## config.mk

```make
export PLATFORM = sky130hd
export DESIGN_NAME = bundle_dispatch
export DESIGN_NICKNAME = d
export VERILOG_FILES = /design/src/rtl/dispatch_pkg.sv /design/src/rtl/slot_stage.sv /design/src/rtl/branch_ctl.sv /design/src/rtl/bundle_dispatch.sv
export SDC_FILE = /design/constraint.sdc
export NUM_CORES = 1
export LEC_CHECK = 0
export BUFFER_PORTS_ARGS = -buffer_cell sky130_fd_sc_hd__buf_2
export CORE_MARGIN = 3
export CORE_UTILIZATION = 45
export DETAILED_ROUTE_END_ITERATION = 7
export PLACE_DENSITY = 0.79
export SYNTH_ARGS = -nofsm -noshare
export SYNTH_HDL_FRONTEND = slang
export SYNTH_SLANG_ARGS = --single-unit
```

## constraint.sdc

```tcl
create_clock -name clk -period 3.8 [get_ports clk]
set_clock_uncertainty 0.05 [all_clocks]
set_input_delay 1.14 -clock clk [delete_from_list [all_inputs] [get_ports clk]]
set_output_delay 1.14 -clock clk [all_outputs]
set_load 0.1 [all_outputs]
```

## src/rtl/dispatch_pkg.sv

```systemverilog
package dispatch_pkg;
  localparam int NSLOT    = 5;
  localparam int SLOT_INT = 0;
  localparam int SLOT_FP0 = 1;
  localparam int SLOT_FP1 = 2;
  localparam int SLOT_MM0 = 3;
  localparam int SLOT_MM1 = 4;
endpackage

```

## src/rtl/slot_stage.sv

```systemverilog
module slot_stage #(
  parameter int SLOT_W = 16,
  parameter int OPC_W  = 6,
  localparam int OPD_W = SLOT_W - OPC_W
) (
  input  logic              clk,
  input  logic              rst,
  input  logic              load,
  input  logic              clear,
  input  logic [SLOT_W-1:0] field,
  output logic              vld,
  output logic [OPC_W-1:0]  opc,
  output logic [OPD_W-1:0]  opd
);
  function automatic logic is_live(input logic [OPC_W-1:0] code);
    return code != '0;
  endfunction

  logic [OPC_W-1:0] fld_opc;
  logic [OPD_W-1:0] fld_opd;
  assign fld_opc = field[SLOT_W-1 -: OPC_W];
  assign fld_opd = field[OPD_W-1:0];

  always_ff @(posedge clk) begin
    if (rst) begin
      vld <= 1'b0;
      opc <= '0;
      opd <= '0;
    end else if (load) begin
      vld <= is_live(fld_opc);
      opc <= fld_opc;
      opd <= fld_opd;
    end else if (clear) begin
      vld <= 1'b0;
    end
  end
endmodule

```

## src/rtl/branch_ctl.sv

```systemverilog
module branch_ctl #(
  parameter int SLOT_W = 16,
  parameter int OPC_W  = 6,
  localparam int OPD_W = SLOT_W - OPC_W
) (
  input  logic              clk,
  input  logic              rst,
  input  logic              load,
  input  logic              clear,
  input  logic              drop,
  input  logic [SLOT_W-1:0] field,
  output logic              taken,
  output logic [OPD_W-1:0]  target,
  output logic              flush_pend
);
  function automatic logic is_taken(input logic [OPC_W-1:0] code);
    return code[OPC_W-1];
  endfunction

  logic now_taken;
  assign now_taken = is_taken(field[SLOT_W-1 -: OPC_W]);

  always_ff @(posedge clk) begin
    if (rst) begin
      taken      <= 1'b0;
      target     <= '0;
      flush_pend <= 1'b0;
    end else if (load) begin
      taken      <= now_taken;
      target     <= field[OPD_W-1:0];
      flush_pend <= now_taken;
    end else if (drop) begin
      taken      <= 1'b0;
      flush_pend <= 1'b0;
    end else if (clear) begin
      taken      <= 1'b0;
    end
  end
endmodule

```

## src/rtl/bundle_dispatch.sv

```systemverilog
module bundle_dispatch
  import dispatch_pkg::*;
#(
  parameter int SLOT_W = 16,
  parameter int OPC_W  = 6,
  localparam int OPD_W    = SLOT_W - OPC_W,
  localparam int BUNDLE_W = NSLOT * SLOT_W
) (
  input  logic                   clk,
  input  logic                   rst,
  input  logic                   in_valid_i,
  input  logic [BUNDLE_W-1:0]    in_bundle_i,
  output logic                   in_ready_o,
  input  logic [NSLOT-1:0]       busy_i,
  output logic [NSLOT-1:0]       slot_vld_o,
  output logic [NSLOT*OPC_W-1:0] slot_opc_o,
  output logic [NSLOT*OPD_W-1:0] slot_opd_o,
  output logic                   br_taken_o,
  output logic [OPD_W-1:0]       br_target_o
);
  logic accept, flush_pend, drop, load_ok, clear_ok;

  assign in_ready_o = ~|busy_i;
  assign accept     = in_valid_i & in_ready_o;
  assign drop       = accept & flush_pend;
  assign load_ok    = accept & ~flush_pend;
  assign clear_ok   = in_ready_o & (~in_valid_i | flush_pend);

  for (genvar k = 0; k < NSLOT; k++) begin : g_slot
    slot_stage #(.SLOT_W(SLOT_W), .OPC_W(OPC_W)) u_stage (
      .clk   (clk),
      .rst   (rst),
      .load  (load_ok),
      .clear (clear_ok),
      .field (in_bundle_i[k*SLOT_W +: SLOT_W]),
      .vld   (slot_vld_o[k]),
      .opc   (slot_opc_o[k*OPC_W +: OPC_W]),
      .opd   (slot_opd_o[k*OPD_W +: OPD_W])
    );
  end

  branch_ctl #(.SLOT_W(SLOT_W), .OPC_W(OPC_W)) u_branch (
    .clk        (clk),
    .rst        (rst),
    .load       (load_ok),
    .clear      (clear_ok),
    .drop       (drop),
    .field      (in_bundle_i[SLOT_INT*SLOT_W +: SLOT_W]),
    .taken      (br_taken_o),
    .target     (br_target_o),
    .flush_pend (flush_pend)
  );
endmodule

```

-- Yosys cells after proc, flatten, opt, wreduce, memory -nomap -nowiden
Cells that the tools add are included.
- register bits after elaboration: 87
- bits of input ports: 88
- output and inout bits: 97
- logic and storage cells: 44
- muxes and demuxes: 10
- bitwise gates (word level): 7
- reduce and logical (&&, ||, !) cells: 10
- operators by type and width (operator ; number):
    nonzero test 6 bit ; 5
    two-way mux 1 bit ; 10
    OR reduction 5 bit ; 1
    AND 1 bit ; 4
    nonzero test 2 bit ; 2
    nonzero test 3 bit ; 1
    inverter 1 bit ; 2
    zero test 1 bit ; 1
    bitwise OR 1 bit ; 1

-- Longest topological paths before layout
- depth after elaboration: 6
- gate-level depth with buffers: 5
- mapped depth without buffers: 3

-- By module
Synthesis repeated with hierarchy kept, for this count alone.
- cell total of the unflattened synthesis: 336
- area, all modules: 3676.0 µm²
- modules (own cells, without submodules) (module ; times used ; cells each ; area each (µm²) ; sequential area each (µm²)):
    slot_stage ; 5 ; 58 ; 640.6 ; 340.3
    branch_ctl ; 1 ; 39 ; 419.2 ; 240.2
    bundle_dispatch ; 1 ; 7 ; 53.8 ; 0.0

-- Worst setup path before layout
Ideal clock, no wire load.
- path type: input to output
- from: input busy_i[3]
- to: output in_ready_o
- data arrival time: 2294 ps
- data required time: 2610 ps
- slack: 316 ps
- stages on the path: 3
- cell sequence: nor3_2 > nand2_1 > inv_1
- word-level cells in the longest chain between the ends: 2
- ends and longest elaborated chain (what ; RTL line ; text):
    start, declared ; bundle_dispatch.sv:14 ; input logic [NSLOT-1:0] busy_i,
    OR reduction 5 bit ; bundle_dispatch.sv:23 ; assign in_ready_o = ~|busy_i;
    zero test 1 bit ; bundle_dispatch.sv:23 ;
    end, declared ; bundle_dispatch.sv:13 ; output logic in_ready_o,
Every way passes these cells.

-- Worst setup path in the final report
Ends and elaborated chain as after synthesis.

==> metrics <==
fmax=around 0.32 GHz; YS warnings=0; library cells used by synthesis=24; GRT Residual Overflow=0; initial core utilization=0.465; highest ir drop seen on vdd=approximately 180 uV; Post-Layout Cell Count=about 670; Clock Tree Buf Depth=2; status=finished clean; Final Slew Violations=0; I/O Buffers=184; RD Place Congestion=0.727; die area=a little over 9000 sq um; Num CTS Buffers=9; Netlist Area Pre-Place=around 3600 sq um; Cells after Synth=about 420; pin slew with the least headroom to its limit=between 0.8 and 0.9 ns; flop-to-flop setup slack=slightly below 2 ns; hold worst-path end=g_slot[3].u_stage.opc[1]; Setup Fix Bufs, Post-CTS=0; DRC viols=0; cell row count=32; CP startpoint kind=input port; # placed instances=between 600 and 700; Synth Net Count=about 500; largest fanout on the critical path=6; PwrDens=400 nW/um^2; fin crit period=3.15 ns; worst endpoint required time=around 2.6 ns; Final WS setup=~0.65 ns; async set-reset flop share out of synthesis=0; crit-path max cell delay=around 0.2 ns; CP delay by family, top=buffers and inverters; crit path max-delay cell type=nor3_4; Max-slew headroom=0.418; max cap viols=0; Buf/Inv on CP=3; CP arrival=approximately 2 ns; first-pass GRT wire length=~15000 microns; Seq/Total Area, Yosys=0.482; ANT nets after route=0; EDFF count, synth=0; dpl hpwl=6790 microns; drt total wl=between 10000 and 15000 microns; Avg Vias per Cell=about 5.4; CTS tree=built; Synth top area share=0.482; die height=roughly 96 microns; hold depth=2; clock slew seen by the registers of the worst setup and hold paths=roughly 0.09 ns; Sinks on Clock Net=between 80 and 90; Post-Syn Area per Cell=8.59 sq um; Max H-tree Level=3; 1st-iter DRT viols=about 170; worst skew pair latency=between 0.3 and 0.4 ns; HP Class=register to register; setup violators final=0; core box area=7770 sq um; Final Cycle Share=0.829; worst flop-to-flop path startpoint=u_branch.flush_pend; worst flop-to-flop path endpoint=g_slot[0].u_stage.opc[2]; number of global-route vias before repair=approximately 3100; area delta synth->final=25.2%; worst r2r path cells=3; die width=approximately 96 microns; post-route setup TNS=0 ns; DRT Pass-1 Iters=4; RSZ-0062 raised after global routing=no; critical path class=input port to output pin; static leakage=1.95 nW; Via Count=roughly 3600; cts hold-fix bufs=0; layout cell share with drive strength beyond 1=0.370; Antenna diodes=0; ys flop type=dfxtp_1; largest net degree at the start of global routing=82; top post-synthesis cells by area=dfxtp_1 48%, a21oi_1 11%, nand3_1 11%; cell breakdown of the critical path=buf_2 -> nor3_4 -> nand2_1 -> inv_1 -> buf_12; Layout Nets=650; initial antenna violation count=0; min-delay src=g_slot[3].u_stage.opc[1]; dpl ws=around 0.63 ns; post_cts resized=0; CP Capture Type=output pin; cell with the most instances after synthesis=dfxtp_1; GRT Util Overall=0.209; flop and latch count out of synthesis=87; Wirelength per Cell=between 15 and 20 microns; Final Hold Vio Count=0; number of top-level pins=185; clk root buf=clkbuf_8; most frequent cells after synthesis=87 x dfxtp_1, 82 x a21oi_1, 79 x nand3_1; Synth area leader=dfxtp_1
## flip-flops by register name, indices dropped and copies added (netlist names)
name                 count
u_branch.target         10
g_slot.u_stage.opd      40
g_slot.u_stage.opc      30
u_branch.flush_pend      1
g_slot.u_stage.vld       5
u_branch.taken           1
## worst max-delay path by stage
stage                   start    endpoint  slack [ns]  cells after the start
floorplan           busy_i[3]  in_ready_o        0.32                      3
global placement    busy_i[3]  in_ready_o        0.61                      5
CTS                 busy_i[3]  in_ready_o        0.63                      5
finish              busy_i[3]  in_ready_o        0.65                      5
global route        busy_i[3]  in_ready_o        0.57                      5
detailed placement  busy_i[3]  in_ready_o        0.63                      5
## final cells by class
cell class | count | area (sq um)
Clock buffer | 11 | 131
Clock inverter | 5 | 82.6
Fill cell | 735 | 3240
Inverter | 3 | 11.3
Multi-Input combinational cell | 272 | 1460
Sequential cell | 87 | 1740
Tap cell | 102 | 128
Timing Repair Buffer | 189 | 973
## per-layer routing
metal  wire length (microns)  track usage  vias to the layer above
met2                    4930        0.342                      162
li1                        -            -                     1783
met5                       0            0                        -
met3                     873       0.0537                       17
met1                    4130        0.264                     1680
met4                     169       0.0735                        0
## kinds of logic (layout without fill, tap and decap cells)
kind of cell / count (synthesis) / count (layout) / synth area share
AOI/OAI and AO/OA: 174 / 174 / 0.252
DFF: 87 / 87 / 0.482
buffers and inverters: 62 / 208 / 0.118
and+or+nand+nor: 98 / 98 / 0.147
## placed cells by master (no fill, tap or decap), types with 2 or more instances in the layout
cell	synthesis	layout
a211oi_1	5	5
a21oi_1	82	82
a32o_1	5	5
buf_2	9	183
buf_4	15	5
bufinv_16	0	2
clkbuf_1	11	2
clkbuf_8	0	9
clkinv_4	0	2
dfxtp_1	87	87
inv_1	3	3
nand3_1	79	79
nor2_1	6	6
nor4_1	5	5
o21ai_0	10	10
o21ai_1	71	71
## where the power goes
| part | internal, W | switching (W) |
|---|---|---|
| clock network | 0.000372 | 0.000320 |
| logic | 0.0000516 | 0.000144 |
| registers | 0.000918 | 0.00000319 |
## stage by stage
stage	util	total power, W	hold slack, ns	instance area [sq um]
3_3_place_gp	0.555	0.00114	0.408	4310
3_5_place_dp	0.555	0.00114	0.415	4310
4_1_cts	0.582	0.00183	0.427	4520
6_report	0.582	0.00181	0.425	4520
2_1_floorplan	-	0.00108	0.420	3610
5_1_grt	0.582	0.00189	0.451	4520
## worst register-to-register path, delay by kind of cell, from the launching register on
family           cells  cell delay [ns]
AND/OR/NAND/NOR      1             0.91
flip-flops           1             0.35
AO/OA/AOI/OAI        2             0.43
Note: power is estimated with default switching activity, not from simulation.
